==> src/rtl/uart_rx_pkg.sv <==
package uart_rx_pkg;
  // strobes from the receive sequencer to the datapath
  typedef struct packed {
    logic       clrShift;
    logic       capData;
    logic       capPar;
    logic       push;
    logic       frm;
    logic       brk;
    logic [2:0] idx;
  } rxStb_t;

  // one queue entry
  typedef struct packed {
    logic       brk;
    logic       frm;
    logic       par;
    logic       ovr;
    logic [7:0] data;
  } rxEntry_t;
endpackage

==> src/rtl/uart_rx_ctrl.sv <==
module uart_rx_ctrl
  import uart_rx_pkg::*;
#(
  parameter int OVS = 16
) (
  input  logic       clk,
  input  logic       rstN,
  input  logic       rxIn,
  input  logic       baudTick,
  input  logic [1:0] cfgLen,
  input  logic       cfgParEn,
  input  logic       allZero,
  output logic       rxS,
  output rxStb_t     stb
);
  localparam int OW = $clog2(OVS);
  localparam logic [OW-1:0] MID_T  = OW'(OVS/2 - 1);
  localparam logic [OW-1:0] FULL_T = OW'(OVS - 1);

  typedef enum logic [2:0] {S_IDLE, S_START, S_DATA, S_PAR, S_STOP, S_BRK, S_WAITHI} rxState_t;

  rxState_t  state, nxt;
  logic [1:0] syncQ;
  logic [OW-1:0] tickCnt;
  logic [2:0] bitIdx;
  logic [2:0] lastIdx;
  logic atHalf, atFull;

  assign rxS     = syncQ[1];
  assign lastIdx = 3'd4 + {1'b0, cfgLen};
  assign atHalf  = baudTick && (tickCnt == MID_T);
  assign atFull  = baudTick && (tickCnt == FULL_T);

  always_comb begin
    nxt = state;
    stb = '0;
    stb.idx = bitIdx;
    unique case (state)
      S_IDLE:  if (!rxS) nxt = S_START;
      S_START: if (atHalf) begin
        if (rxS) nxt = S_IDLE;
        else begin
          nxt = S_DATA;
          stb.clrShift = 1'b1;
        end
      end
      S_DATA: if (atFull) begin
        stb.capData = 1'b1;
        if (bitIdx == lastIdx) nxt = cfgParEn ? S_PAR : S_STOP;
      end
      S_PAR: if (atFull) begin
        stb.capPar = 1'b1;
        nxt = S_STOP;
      end
      S_STOP: if (atFull) begin
        if (rxS) begin
          stb.push = 1'b1;
          nxt = S_IDLE;
        end else if (allZero) begin
          nxt = S_BRK;
        end else begin
          stb.push = 1'b1;
          stb.frm  = 1'b1;
          nxt = S_WAITHI;
        end
      end
      S_BRK: begin
        if (rxS) begin
          stb.push = 1'b1;
          stb.frm  = 1'b1;
          nxt = S_IDLE;
        end else if (atFull) begin
          stb.push = 1'b1;
          stb.brk  = 1'b1;
          nxt = S_WAITHI;
        end
      end
      S_WAITHI: if (rxS) nxt = S_IDLE;
      default: nxt = S_IDLE;
    endcase
  end

  always_ff @(posedge clk or negedge rstN) begin
    if (!rstN) begin
      syncQ   <= 2'b11;
      state   <= S_IDLE;
      tickCnt <= '0;
      bitIdx  <= '0;
    end else begin
      syncQ <= {syncQ[0], rxIn};
      state <= nxt;
      if (nxt != state || atFull) tickCnt <= '0;
      else if (baudTick)          tickCnt <= tickCnt + 1'b1;
      if (stb.clrShift)     bitIdx <= '0;
      else if (stb.capData) bitIdx <= bitIdx + 1'b1;
    end
  end
endmodule

==> src/rtl/uart_rx_dpath.sv <==
module uart_rx_dpath
  import uart_rx_pkg::*;
#(
  parameter int DEPTH     = 16,
  parameter int OVS       = 16,
  parameter int IDLE_BITS = 32
) (
  input  logic       clk,
  input  logic       rstN,
  input  logic       rxS,
  input  logic       baudTick,
  input  rxStb_t     stb,
  input  logic       cfgParEn,
  input  logic       cfgParEven,
  input  logic       cfgParStick,
  input  logic       fifoClr,
  input  logic       rdEn,
  output logic       allZero,
  output rxEntry_t   head,
  output logic [$clog2(DEPTH):0] level,
  output logic       idleTo
);
  localparam int AW = $clog2(DEPTH);
  localparam int LW = AW + 1;
  localparam int IDLE_TICKS = IDLE_BITS * OVS;
  localparam int TMW = $clog2(IDLE_TICKS + 1);

  logic [7:0] shiftReg;
  logic       parBit, parErr;
  rxEntry_t   mem [DEPTH];
  logic [AW-1:0] wrPtr, rdPtr;
  logic [LW-1:0] count;
  logic       pendOvr, full, wrOk, doPop;
  logic [TMW-1:0] idleTmr;
  rxEntry_t   newEnt;

  assign allZero = (shiftReg == 8'h00) && !parBit;
  assign parErr  = cfgParStick ? (parBit != !cfgParEven)
                               : ((^shiftReg ^ parBit) != !cfgParEven);
  assign full    = (count == LW'(DEPTH));
  assign wrOk    = stb.push && !full && !fifoClr;
  assign doPop   = rdEn && (count != '0) && !fifoClr;
  assign head    = mem[rdPtr];
  assign level   = count;

  always_comb begin
    newEnt.brk  = stb.brk;
    newEnt.frm  = stb.frm;
    newEnt.par  = !stb.brk && cfgParEn && parErr;
    newEnt.ovr  = pendOvr;
    newEnt.data = stb.brk ? 8'h00 : shiftReg;
  end

  always_ff @(posedge clk) begin
    if (wrOk) mem[wrPtr] <= newEnt;
  end

  always_ff @(posedge clk or negedge rstN) begin
    if (!rstN) begin
      shiftReg <= '0;
      parBit   <= 1'b0;
      wrPtr    <= '0;
      rdPtr    <= '0;
      count    <= '0;
      pendOvr  <= 1'b0;
      idleTmr  <= '0;
      idleTo   <= 1'b0;
    end else begin
      if (stb.clrShift) begin
        shiftReg <= '0;
        parBit   <= 1'b0;
      end else begin
        if (stb.capData) shiftReg[stb.idx] <= rxS;
        if (stb.capPar)  parBit <= rxS;
      end

      if (fifoClr) begin
        wrPtr <= '0;
        rdPtr <= '0;
        count <= '0;
      end else begin
        if (wrOk)  wrPtr <= wrPtr + 1'b1;
        if (doPop) rdPtr <= rdPtr + 1'b1;
        count <= count + LW'(wrOk) - LW'(doPop);
      end

      if (stb.push && full) pendOvr <= 1'b1;
      else if (wrOk)        pendOvr <= 1'b0;

      if (fifoClr || wrOk || count == '0) idleTmr <= '0;
      else if (baudTick && idleTmr != TMW'(IDLE_TICKS)) idleTmr <= idleTmr + 1'b1;

      idleTo <= !fifoClr && !wrOk && (count != '0) && baudTick &&
                (idleTmr == TMW'(IDLE_TICKS - 1));
    end
  end
endmodule

==> src/rtl/uart_rx_front.sv <==
module uart_rx_front
  import uart_rx_pkg::*;
#(
  parameter int DEPTH     = 16,
  parameter int OVS       = 16,
  parameter int IDLE_BITS = 32
) (
  input  logic       clk,
  input  logic       rstN,
  input  logic       rxIn,
  input  logic       baudTick,
  input  logic [1:0] cfgLen,
  input  logic       cfgParEn,
  input  logic       cfgParEven,
  input  logic       cfgParStick,
  input  logic       fifoClr,
  input  logic       rdEn,
  output logic [7:0] rdData,
  output logic       rdOvr,
  output logic       rdPar,
  output logic       rdFrm,
  output logic       rdBrk,
  output logic [4:0] fifoLevel,
  output logic       fifoEmpty,
  output logic       idleTo
);
  localparam int LW = $clog2(DEPTH) + 1;

  rxStb_t   stb;
  rxEntry_t head;
  logic     rxS, allZero;
  logic [LW-1:0] level;

  uart_rx_ctrl #(.OVS(OVS)) u_ctrl (
    .clk(clk), .rstN(rstN), .rxIn(rxIn), .baudTick(baudTick),
    .cfgLen(cfgLen), .cfgParEn(cfgParEn), .allZero(allZero),
    .rxS(rxS), .stb(stb)
  );

  uart_rx_dpath #(.DEPTH(DEPTH), .OVS(OVS), .IDLE_BITS(IDLE_BITS)) u_dp (
    .clk(clk), .rstN(rstN), .rxS(rxS), .baudTick(baudTick), .stb(stb),
    .cfgParEn(cfgParEn), .cfgParEven(cfgParEven), .cfgParStick(cfgParStick),
    .fifoClr(fifoClr), .rdEn(rdEn), .allZero(allZero), .head(head),
    .level(level), .idleTo(idleTo)
  );

  assign rdData    = head.data;
  assign rdOvr     = head.ovr;
  assign rdPar     = head.par;
  assign rdFrm     = head.frm;
  assign rdBrk     = head.brk;
  assign fifoLevel = 5'(level);
  assign fifoEmpty = (level == '0);
endmodule

==> config.mk <==
export PLATFORM = sky130hd
export DESIGN_NAME = uart_rx_front
export DESIGN_NICKNAME = d
export VERILOG_FILES = /design/src/rtl/uart_rx_pkg.sv /design/src/rtl/uart_rx_ctrl.sv /design/src/rtl/uart_rx_dpath.sv /design/src/rtl/uart_rx_front.sv
export SDC_FILE = /design/constraint.sdc
export NUM_CORES = 1
export LEC_CHECK = 0
export BUFFER_PORTS_ARGS = -buffer_cell sky130_fd_sc_hd__buf_2
export CORE_MARGIN = 2
export CORE_UTILIZATION = 40
export DETAILED_ROUTE_END_ITERATION = 16
export SLEW_MARGIN = 15
export SYNTH_ARGS = -nofsm -noshare
export SYNTH_HDL_FRONTEND = slang
export SYNTH_SLANG_ARGS = --single-unit
==> constraint.sdc <==
create_clock -name clk -period 3.99 [get_ports clk]
set_input_delay 1.197 -clock clk [delete_from_list [all_inputs] [get_ports clk]]
set_output_delay 1.197 -clock clk [all_outputs]
set_load 0.1 [all_outputs]
; Yosys cells after proc, flatten, opt, wreduce, memory -nomap -nowiden
; Memory sizes are Yosys's and may differ from the RTL's.
; Index checks and enable logic that the tools add are counted.
[op_classes]
eq_ne = 15
add_sub_neg = 8
order_cmp = 2
reduce_logical = 37
mux = 53
bitwise_logic = 1
[op_table]
columns = operator, n
row1 = 2-to-1 mux 3 bit, 13
row2 = 2-to-1 mux 4 bit, 6
row3 = 2-to-1 mux 8 bit, 3
row4 = one-hot mux 3 bit (7 select lines), 1
row5 = 2-to-1 mux 1 bit, 20
row6 = 2-to-1 mux 10 bit, 2
row7 = logical AND 1 bit, 16
row8 = nonzero test 2 bit, 7
row9 = adder 4 x 1 -> 4 bit (second input constant), 3
row10 = adder 10 x 1 -> 10 bit (second input constant), 1
row11 = equality test 10 x 9 -> 1 bit (second input constant), 1
row12 = != test 10 bit (second input constant), 1
row13 = equality test 3 bit (second input constant), 3
row14 = bitwise mux 8 bit, 1
row15 = logical NOT 8 bit, 1
row16 = 2-to-1 mux 2 bit, 4
row17 = parity 8 bit, 1
row18 = equality test 3 x 2 -> 1 bit (second input constant), 2
row19 = logical NOT 1 bit, 6
row20 = adder 5 x 1 -> 5 bit, 1
row21 = equality test 5 bit (second input constant), 1
row22 = logical NOT 5 bit, 1
row23 = 2-to-1 mux 5 bit, 1
row24 = nonzero test 5 bit, 1
row25 = 16 further kinds, 19
[word_totals]
ram_bits = 192
elab_cells = 129
n_memories = 1
out_inout_bits = 19
reg_bits = 46
[mem_list]
columns = memory, words, width, read_ports, rd_clocked_by_memory_dff, write_ports, line_no
row1 = u_dp.mem, 16, 12, 1, 0, 1, uart_rx_dpath.sv:30  ; rxEntry_t mem [DEPTH];

; Longest topological paths before layout
; Gate-level depths: netlist of the first run.
[logic_depth]
depth_word = 13
depth_mapped = 14
mapped_depth_nobuf = 14

; Hierarchy
; Synthesis of the first run repeated with hierarchy kept, for this count alone.
[hier_totals]
cells_unflattened = 690
hier_area_um2 = 10351.2
[modules_own_cells]
columns = module, seq_area_each_um2, cells_each, area_per_inst_um2, n_inst
row1 = uart_rx_dpath, 6616.3, 588, 9452.8, 1
row2 = uart_rx_ctrl, 302.8, 100, 887.1, 1
row3 = uart_rx_front, 0.0, 2, 11.3, 1

; Least setup slack after synthesis of the first run
; OpenSTA, ideal clock, no wires.
[synth_path]
kind = register -> output
start = register u_dp.count[3] (netlist: u_dp.level[3])
end = output port fifoEmpty
slack_ns = 0.429
n_path_buf = 0
t_arrival_ns = 2.364
stages_incl_launch_ff = 5
cell_sequence = dfrtp_1 inv_1 ha_1 or4b_2 inv_1
[synth_via]
elab_chain_len = 1
[synth_rtl]
columns = item, line_no
row1 = from (decl), uart_rx_dpath.sv:32  ; logic [LW-1:0] count;
row2 = from (signal assigned), uart_rx_dpath.sv:84  ; count <= count + LW'(wrOk) - LW'(doPop);
row3 = logical NOT 5 bit, uart_rx_front.sv:53  ; assign fifoEmpty = (level == '0);
row4 = to (decl), uart_rx_front.sv:24  ; output logic fifoEmpty,
; No other way between the ends.

; Worst setup path in the final report of the first run
[layout_path]
start = register u_dp.rdPtr[0]
end = output port rdPar
[layout_via]
elab_chain_len = 1
[layout_rtl]
columns = item, line_no
row1 = from (decl), uart_rx_dpath.sv:31  ; logic [AW-1:0] wrPtr, rdPtr;
row2 = from (signal assigned), uart_rx_dpath.sv:83  ; if (doPop) rdPtr <= rdPtr + 1'b1;
row3 = memory read (16 x 12 bit), n/a
row4 = to (decl), uart_rx_front.sv:20  ; output logic rdPar,
; No other way between the ends.

==> metrics.cfg, run 1 <==
[power_and_ir_drop]
ir_drop_uv=341.9
p_leak_uw=0.004108
power_density_nw_per_um2=602.1

[setup_path]
path_buf_inv=2
cpPeakStageDelay_ns=0.63
path_class=flop to primary output
cp_top_family=buffers and inverters
crit_path_cell_trace=buf_12 > mux2i_1 > a221oi_1 > o21ai_0 > nand2_1 > buf_2
crit_arrival_ns=2.65
r2r_cells=14
cp-end-kind=primary output
critPathRequiredTime_ns=2.79
cp-start-kind=flop
setup.worst_path.start=u_dp.rdPtr[0]
ff2ff_setup_slack_ns=0.90
r2r-start=u_dp.level[2]
r2r-end=u_dp.level[4]
slowest_stage=dfrtp_4
critPathMaxFanout=29

[min_path]
holdPathStages=0
hp-start=u_ctrl.syncQ[0]
worstHoldPathType=flop to flop
min_delay_worst_endpoint=u_ctrl.syncQ[1]

[cts]
clkTransAtPathRegs_ns=0.06
cts_tree=yes
cts.sinks=238
cts_root_buf=clkbuf_16
cts_max_level=1
clk_path_buf_depth=3
cts_buffers=25
insertion_delay_ns=0.51
cts_hold_buf=0
cts_setup_buffers=0

[yosys]
synth_flop_cell=edfxtp_1
syn_nets=724
ys_seq_area_share_pct=66.84
ys_warn_count=0
synthCells=693
yosys_register_bits=238
synth-edff-count=192
synth_cell_types=65
syn-cell-area_sq_um=10350
avgSynthCellArea_sq_um=14.94
ys_async_sr_fraction_pct=19.33

[routing]
route.detailed.drc=0
num_vias=6024
routedWlPerCell_um=19.37
viasPerCell=5.466
drt_wl_total_um=21340
final_antenna_net_count=0
dr.pass1.iters=5
first_iter_violations=401

[die]
core_sq_um=25330
die_x_um=164.9
dieArea_sq_um=27180
ios=30
start_util_pct=40.87
rows=58
die_h_um=164.9

[timing]
setup_tns_ns=0
fin_crit_ns=3.848
relSlewSlack_pct=39.21
final-setup-viol-count=0
drv_slew=0
finalHoldViolations=0
rsz0062_at_grt=no
worstMarginPinSlew_ns=0.9119
finClkSkew_ns=0.01752
setup_slack_ns=0.1422
min_period_over_period_pct=96.44
clock.fmax_ghz=0.2599

[placed_design]
place.gp.congestion=0.8077
dp.cells=1058
place_ws_ns=0.4886
io_buffers=29
dpl.hpwl_um=13800

[layout]
fin_cells=1102
diodes=0
drive_above_1_share_pct=19.95
final_common_cell=edfxtp_1
finalNetCount=786
layout_common_cells=192 x edfxtp_1, 57 x nor2_1, 50 x mux2i_1
syn_to_final_growth_pct=15.35

[global_route]
grt_pass1_wl_um=33870
grt_max_degree=39
grt_pass1_vias=6218
antenna_found_initial=0
grt_usage_pct=16.17
grt_overflow=0

[outcome]
status=finished clean

[flow_run]
drv_cap=0

repair_timing:
| item | in CTS | in global routing |
|---|---|---|
| gates resized for setup | 0 | 6 |
| endpoints found under the setup margin | 0 | 6 |
| hold endpoints to repair | 0 | 0 |
flip-flops by register name, summed over array words and instances, names as in the netlist:
register and count:
u_ctrl.state 3, u_dp.rdPtr 4, u_dp.idleTmr 10, u_dp.idleTo 1
u_dp.level 5, u_dp.parBit 1, u_ctrl.bitIdx 3, u_dp.mem 192
u_dp.pendOvr 1, u_ctrl.tickCnt 4, u_dp.wrPtr 4, u_ctrl.syncQ 2
u_dp.shiftReg 8
worst max path at each step:
| stage | cells after the start | slack [ns] | end |
|---|---|---|---|
| final | 6 | 0.14 | rdPar |
| after global placement | 11 | 0.56 | u_dp.level[4] |
| after CTS | 6 | 0.05 | rdOvr |
| after detailed placement | 11 | 0.49 | u_dp.level[4] |
| after global routing | 6 | 0.0009 | rdData[7] |
| after floorplan | 4 | 0.43 | fifoEmpty |
routing by layer:
layer / wire length, um / vias up / GRT usage (%)
met5: 0 / - / 0
met4: 380 / 0 / 4.269
met3: 867 / 31 / 2.486
met2: 10840 / 121 / 28.32
met1: 9255 / 3080 / 21.03
li1: - / 2792 / -
synthesized netlist by cell type, drive strengths merged, types with 3 or more instances:
cell type	count	area, sq um
nor2	57	214.0
mux4	24	540.5
mux2i	50	500.5
a311oi	3	26.28
a21oi	15	75.07
nand3b	4	30.03
clkbuf	20	78.83
nand3	13	65.06
inv	28	105.1
nor3	13	65.06
a221oi	24	210.2
nor4	3	18.77
xnor2	16	140.1
nand4b	5	43.79
mux2	6	67.56
nand2b	5	31.28
a22oi	12	90.09
nor2b	12	75.07
buf	18	105.1
xor2	9	78.83
ha	19	237.7
edfxtp	192	5766
and3	4	26.28
nand2	26	97.59
a41o	3	30.03
dfrtp	44	1101
o21ai	23	115.1
nand4	8	50.05
worst reg2reg max path, stage by stage (launching register included):
cell,delay (ns)
dfrtp_1,0.40
inv_1,0.10
ha_1,0.17
or4b_2,0.67
nand2_1,0.16
nor2_1,0.06
ha_1,0.28
inv_1,0.06
ha_1,0.15
inv_1,0.05
fa_1,0.38
nor2b_1,0.16
o21bai_1,0.10
nand3_1,0.09
nor3b_1,0.20
kinds of logic (layout without fill, tap and decap cells):
group / Yosys count / after routing / share of synthesized area, %
DFF: 238 / 238 / 66.84
and+or+nand+nor: 164 / 164 / 8.038
AOI/OAI and AO/OA: 99 / 99 / 6.914
muxes: 80 / 80 / 10.71
buffers and inverters: 66 / 145 / 2.792
xor gates and xnor gates: 25 / 25 / 2.115
adders and majority gates: 21 / 21 / 2.587
through the flow:
stage	hold slack, ns	area, sq um	util (%)	total power, uW
finish	0.3553	11940	47.14	7189
global route	0.3654	11940	47.14	7517
CTS	0.3556	11930	47.09	7255
global placement	0.3491	11100	43.84	4895
floorplan	0.3452	10350	-	4500
detailed placement	0.3468	11100	43.84	4935
final cells by class:
class	instances	area [sq um]
flip-flops and latches	238	6923
fillers	2117	13390
clock buffers	29	640.6
inverters	28	105.1
well taps	330	412.9
multi-input cells	389	3163
clock inverters	15	180.2
repair buffers	73	515.5
power by group:
part,internal (uW),total [uW],leakage [uW],switching (uW)
clock,1410,2310,0.000400,907
sequential,2860,2990,0.00220,131
combinational,643,1880,0.00151,1240
total,4910,7190,0.00411,2280
Note: power is estimated with default switching activity, not from simulation.
==> run 2, diff against run 1 <==
Settings changed: PLACE_DENSITY from default to 0.64.
==> run 2 against run 1 <==
Net effect: clock skew fell by 0.0086 ns; non-clock buffer count rose by 3; worst setup slack improved by 0.067 ns; largest power group unchanged; clock power fell by 6%; global-route usage rose by 0.26 points; count of clock-buffer cells in the layout did not move; routed wire length rose by 0.82%.
==> metrics.cfg, run 2 (synthesis results as in run 1) <==
[layout]
reg.largest.list=u_dp.mem: 192 flops, u_dp.idleTmr: 10 flops, u_dp.shiftReg: 8 flops
design_area_sq_um=11910
largest_reg_flops=192
utilization_pct=47.03
diodes=0
regMostFlops=u_dp.mem
finalNetCount=789
final_common_cell=edfxtp_1
layout_common_cells=192 x edfxtp_1, 57 x nor2_1, 50 x mux2i_1
drive_above_1_share_pct=20.36
syn_to_final_growth_pct=15.07

[routing]
routedWlPerCell_um=19.45
dr.pass1.iters=5
drt_wl_total_um=21520
viasPerCell=5.381
final_antenna_net_count=0
first_iter_violations=367
route.detailed.drc=0
num_vias=5951

[setup_path]
crit_arrival_ns=2.58
critPathMaxFanout=14
crit_path_cell_trace=buf_4 > mux4_2 > a22oi_1 > nand2_1 > clkbuf_4
path_class=flop to primary output
cp-end-kind=primary output
cpPeakStageDelay_ns=0.62
slowest_stage=dfrtp_4
cp-start-kind=flop
ff2ff_setup_slack_ns=0.94
critPathRequiredTime_ns=2.79

[placed_design]
place_area_sq_um=11120
io_buffers=29
dpl.hpwl_um=13510
place.gp.congestion=0.7486
place_ws_ns=0.4912

[cts]
clk_path_buf_depth=3
cts_tree=yes
cts_root_buf=clkbuf_16
cts.sinks=238
insertion_delay_ns=0.52
clkTransAtPathRegs_ns=0.06
cts_max_level=1
cts_buffers=25

[global_route]
antenna_found_initial=0
grt_overflow=0
grt_usage_pct=16.43
grt_pass1_vias=6042
grt_pass1_wl_um=34120
grt_max_degree=31

[timing]
setup_tns_ns=0
finalHoldViolations=0
relSlewSlack_pct=37.25
fin_crit_ns=3.780
finClkSkew_ns=0.008947
setup_slack_ns=0.2095
final-setup-viol-count=0
clock.fmax_ghz=0.2645
worstMarginPinSlew_ns=0.9377
drv_slew=0
rsz0062_at_grt=no
min_period_over_period_pct=94.75

[die]
die_h_um=164.9
start_util_pct=40.87
ios=30
die_x_um=164.9
dieArea_sq_um=27180
core_sq_um=25330
rows=58

[outcome]
status=finished clean

[power_and_ir_drop]
power_density_nw_per_um2=592.1
ir_drop_uv=436.0
p_leak_uw=0.004088

[min_path]
worstHoldPathType=flop to flop

[flow_run]
drv_cap=0

## run 2: changes by cell type in the layout (fill, tap and decap cells not counted), sizes merged
cell,delta
clkinvlp,+2
clkbuf,-3
buf,+6
clkinv,+3
inv,-1
bufinv,-3
## run 2: critical path: cells and delay by family (launching register included)
kind	cells	cell delay [ns]
compound gates	1	0.21
mux	1	0.55
simple gates	1	0.07
flops	1	0.62
buf+inv	2	0.62
## run 2: cell type report
type / instances / area (sq um)
Multi-Input combinational cell: 389 / 3171
Sequential cell: 238 / 6923
Clock inverter: 16 / 121.4
Tap cell: 330 / 412.9
Inverter: 28 / 105.1
Timing Repair Buffer: 76 / 538.0
Fill cell: 2163 / 13420
Clock buffer: 29 / 640.6
## run 2: path summary, 6_finish.rpt
kind,start,to,cells past startpoint
setup / recovery,u_dp.rdPtr[0],rdData[3],5
hold / removal,u_ctrl.syncQ[0],u_ctrl.syncQ[1],0
setup reg to reg,u_dp.level[3],u_dp.level[4],14
hold reg to reg,u_ctrl.syncQ[0],u_ctrl.syncQ[1],0
max in group asynchronous,rstN,u_dp.level[0],2
min in group asynchronous,rstN,u_dp.rdPtr[3],1
## run 2: stage by stage
step                      hold WS (ns)  std cells  power [uW]
after CTS                       0.3580       1106        7121
after global placement          0.3481       1060        4922
after floorplan                 0.3452        693        4500
after global routing            0.3584       1106        7384
final                           0.3562       1106        7053
after detailed placement        0.3498       1060        4938
## run 2: metal layers
metal  vias up  part of all wire, %  track usage, %
met4         0                  1.7           4.190
met2       134                   49           27.98
met5         -                    0               0
li1       2800                    -               -
met1      2986                   45           22.24
met3        31                  4.5           2.361
## run 2: where the power goes
| group | total, uW | internal (uW) | switching (uW) |
|---|---|---|---|
| Combinational | 1910 | 651 | 1250 |
| Clock | 2160 | 1220 | 938 |
| Sequential | 2990 | 2860 | 129 |
| Total | 7050 | 4730 | 2320 |
## run 2: repair_timing
item | in CTS | in global routing
resized for setup | 1 | 3
buffers inserted | 1 | 0
endpoints found under the setup margin | 7 | 3
hold buffers | 0 | 0
==> run 3, diff against run 2 <==
Settings changed: CORE_ASPECT_RATIO from default to 1.1.
==> run 3 against run 2 <==
Net effect: hold slack worse by 0.0032 ns; design area is 0.76% higher; clock skew is 0.0066 ns higher; register-to-register slack better by 0.04 ns; routed wire length is 2.2% higher; combinational power hardly changed; critical endpoint is now rdData[4]; highest routed layer unchanged.
==> metrics.cfg, run 3 (synthesis results as in run 1) <==
[setup_path]
critPathMaxFanout=20
setup.worst_path.start=u_dp.rdPtr[0]
path_class=flop to primary output
crit_arrival_ns=2.63
critPathRequiredTime_ns=2.79
r2r-start=u_dp.level[2]
cp-start-kind=flop
cp-end-kind=primary output

[layout]
syn_to_final_growth_pct=15.94
reg.largest.list=u_dp.mem: 192 flops, u_dp.idleTmr: 10 flops, u_dp.shiftReg: 8 flops
regMostFlops=u_dp.mem
layout_common_cells=192 x edfxtp_1, 57 x nor2_1, 50 x mux2i_1
fin_cells=1125
final_common_cell=edfxtp_1
drive_above_1_share_pct=20.80
finalNetCount=793
fill_cells=2259
diodes=0
largest_reg_flops=192

[flow_run]
drv_cap=0

[cts]
cts_tree=yes
clkTransAtPathRegs_ns=0.06
cts_max_level=1
clk_path_buf_depth=3
cts_buffers=25
cts_root_buf=clkbuf_16
cts.sinks=238
insertion_delay_ns=0.51

[timing]
drv_slew=0
finalHoldViolations=0
worstMarginPinSlew_ns=1.108
fin_crit_ns=3.830
clock.fmax_ghz=0.2611
final-setup-viol-count=0
setup_tns_ns=0
relSlewSlack_pct=25.89
rsz0062_at_grt=no
min_period_over_period_pct=95.98
finClkSkew_ns=0.01554

[die]
start_util_pct=40.85
ios=30
rows=61
die_x_um=157.4
core_sq_um=25340
die_h_um=172.7
dieArea_sq_um=27180

[global_route]
grt_overflow=0
grt_pass1_vias=6067
grt_pass1_wl_um=34950
grt_max_degree=33
grt_usage_pct=16.64
antenna_found_initial=0

[routing]
num_vias=6019
first_iter_violations=376
routedWlPerCell_um=19.55
dr.pass1.iters=4
viasPerCell=5.350
route.detailed.drc=0
drt_wl_total_um=21990
final_antenna_net_count=0

[outcome]
status=finished clean

[power_and_ir_drop]
clkPwrFrac_pct=31.8
power_density_nw_per_um2=598.8
ir_drop_uv=294.3
p_leak_uw=0.004140
switching_share_pct=31.81
finalPower_uw=7187
p_int_uw=4901
power_frac_comb_pct=26.6
power_switching_uw=2286
pwr-share-seq_pct=41.6

[placed_design]
io_buffers=29
dpl.hpwl_um=13800
place.gp.congestion=0.7679
dp.cells=1080

[min_path]
worstHoldPathType=flop to flop
hp-start=u_ctrl.syncQ[0]

-- run 3: cell types whose count changed in the layout (fill, tap and decap cells not counted), moves of 3 or more --
cell / delta
buf_4: +4
clkinv_1: -3
clkinv_4: -3
clkinvlp_4: -3
-- run 3: power by group through the flow --
stage | clock network (uW) | logic, uW | registers (uW)
global placement | 0 | 1880 | 3060
floorplan | 0 | 1410 | 3090
CTS | 2340 | 1940 | 2990
finish | 2280 | 1910 | 2990
detailed placement | 0 | 1890 | 3060
global route | 2430 | 2070 | 3000
-- run 3: layer usage --
layer	vias up	GRT usage (%)	wire (um)
met5	-	0	0
li1	2813	-	-
met1	3029	23.45	9660
met4	0	4.583	515
met3	41	2.456	1158
met2	136	27.02	10660
-- run 3: cell type report --
cell class              instances  area (sq um)  area share [%]
clock buffers                  33         675.6           5.630
repair buffers                 80         563.0           4.691
inverters                      28         105.1          0.8757
flip-flops and latches        238          6923           57.68
clock inverters                11         131.4           1.095
well taps                     346         432.9           3.607
multi-input cells             389          3171           26.42
-- run 3: worst paths after layout --
check / endpoint / cells after the start / slack (ns)
worst max register to register: u_dp.level[4] / 14 / 0.98
worst max-delay path: rdData[4] / 6 / 0.16
max in group asynchronous: u_ctrl.syncQ[0] / 2 / 2.42
worst min register to register: u_ctrl.syncQ[1] / 0 / 0.35
worst min-delay path: u_ctrl.syncQ[1] / 0 / 0.35
min in group asynchronous: u_dp.wrPtr[2] / 1 / 0.78
-- run 3: critical path: stages, from the launching register on --
cell and delay (ns):
dfrtp_4 0.62, buf_12 0.23, mux2i_1 0.14, a221oi_1 0.38, o21ai_0 0.17, nand2_1 0.12
buf_2 0.43
-- run 3: timing repair --
| item | CTS | global route |
|---|---|---|
| setup buffers | 1 | 0 |
| gates resized for setup | 1 | 1 |
| pin swaps | 0 | 0 |
| setup endpoints to repair | 3 | 1 |
| hold buffers | 0 | 0 |
-- run 3: stage by stage --
step	utilization (%)	setup slack [ns]	hold slack (ns)	cell area (sq um)
3_5_place_dp	44.09	0.5265	0.3476	11170
2_1_floorplan	-	0.4295	0.3452	10350
5_1_grt	47.36	0.007715	0.3606	12000
3_3_place_gp	44.09	0.5697	0.3468	11170
4_1_cts	47.35	0.1096	0.3534	12000
6_report	47.36	0.1604	0.3530	12000
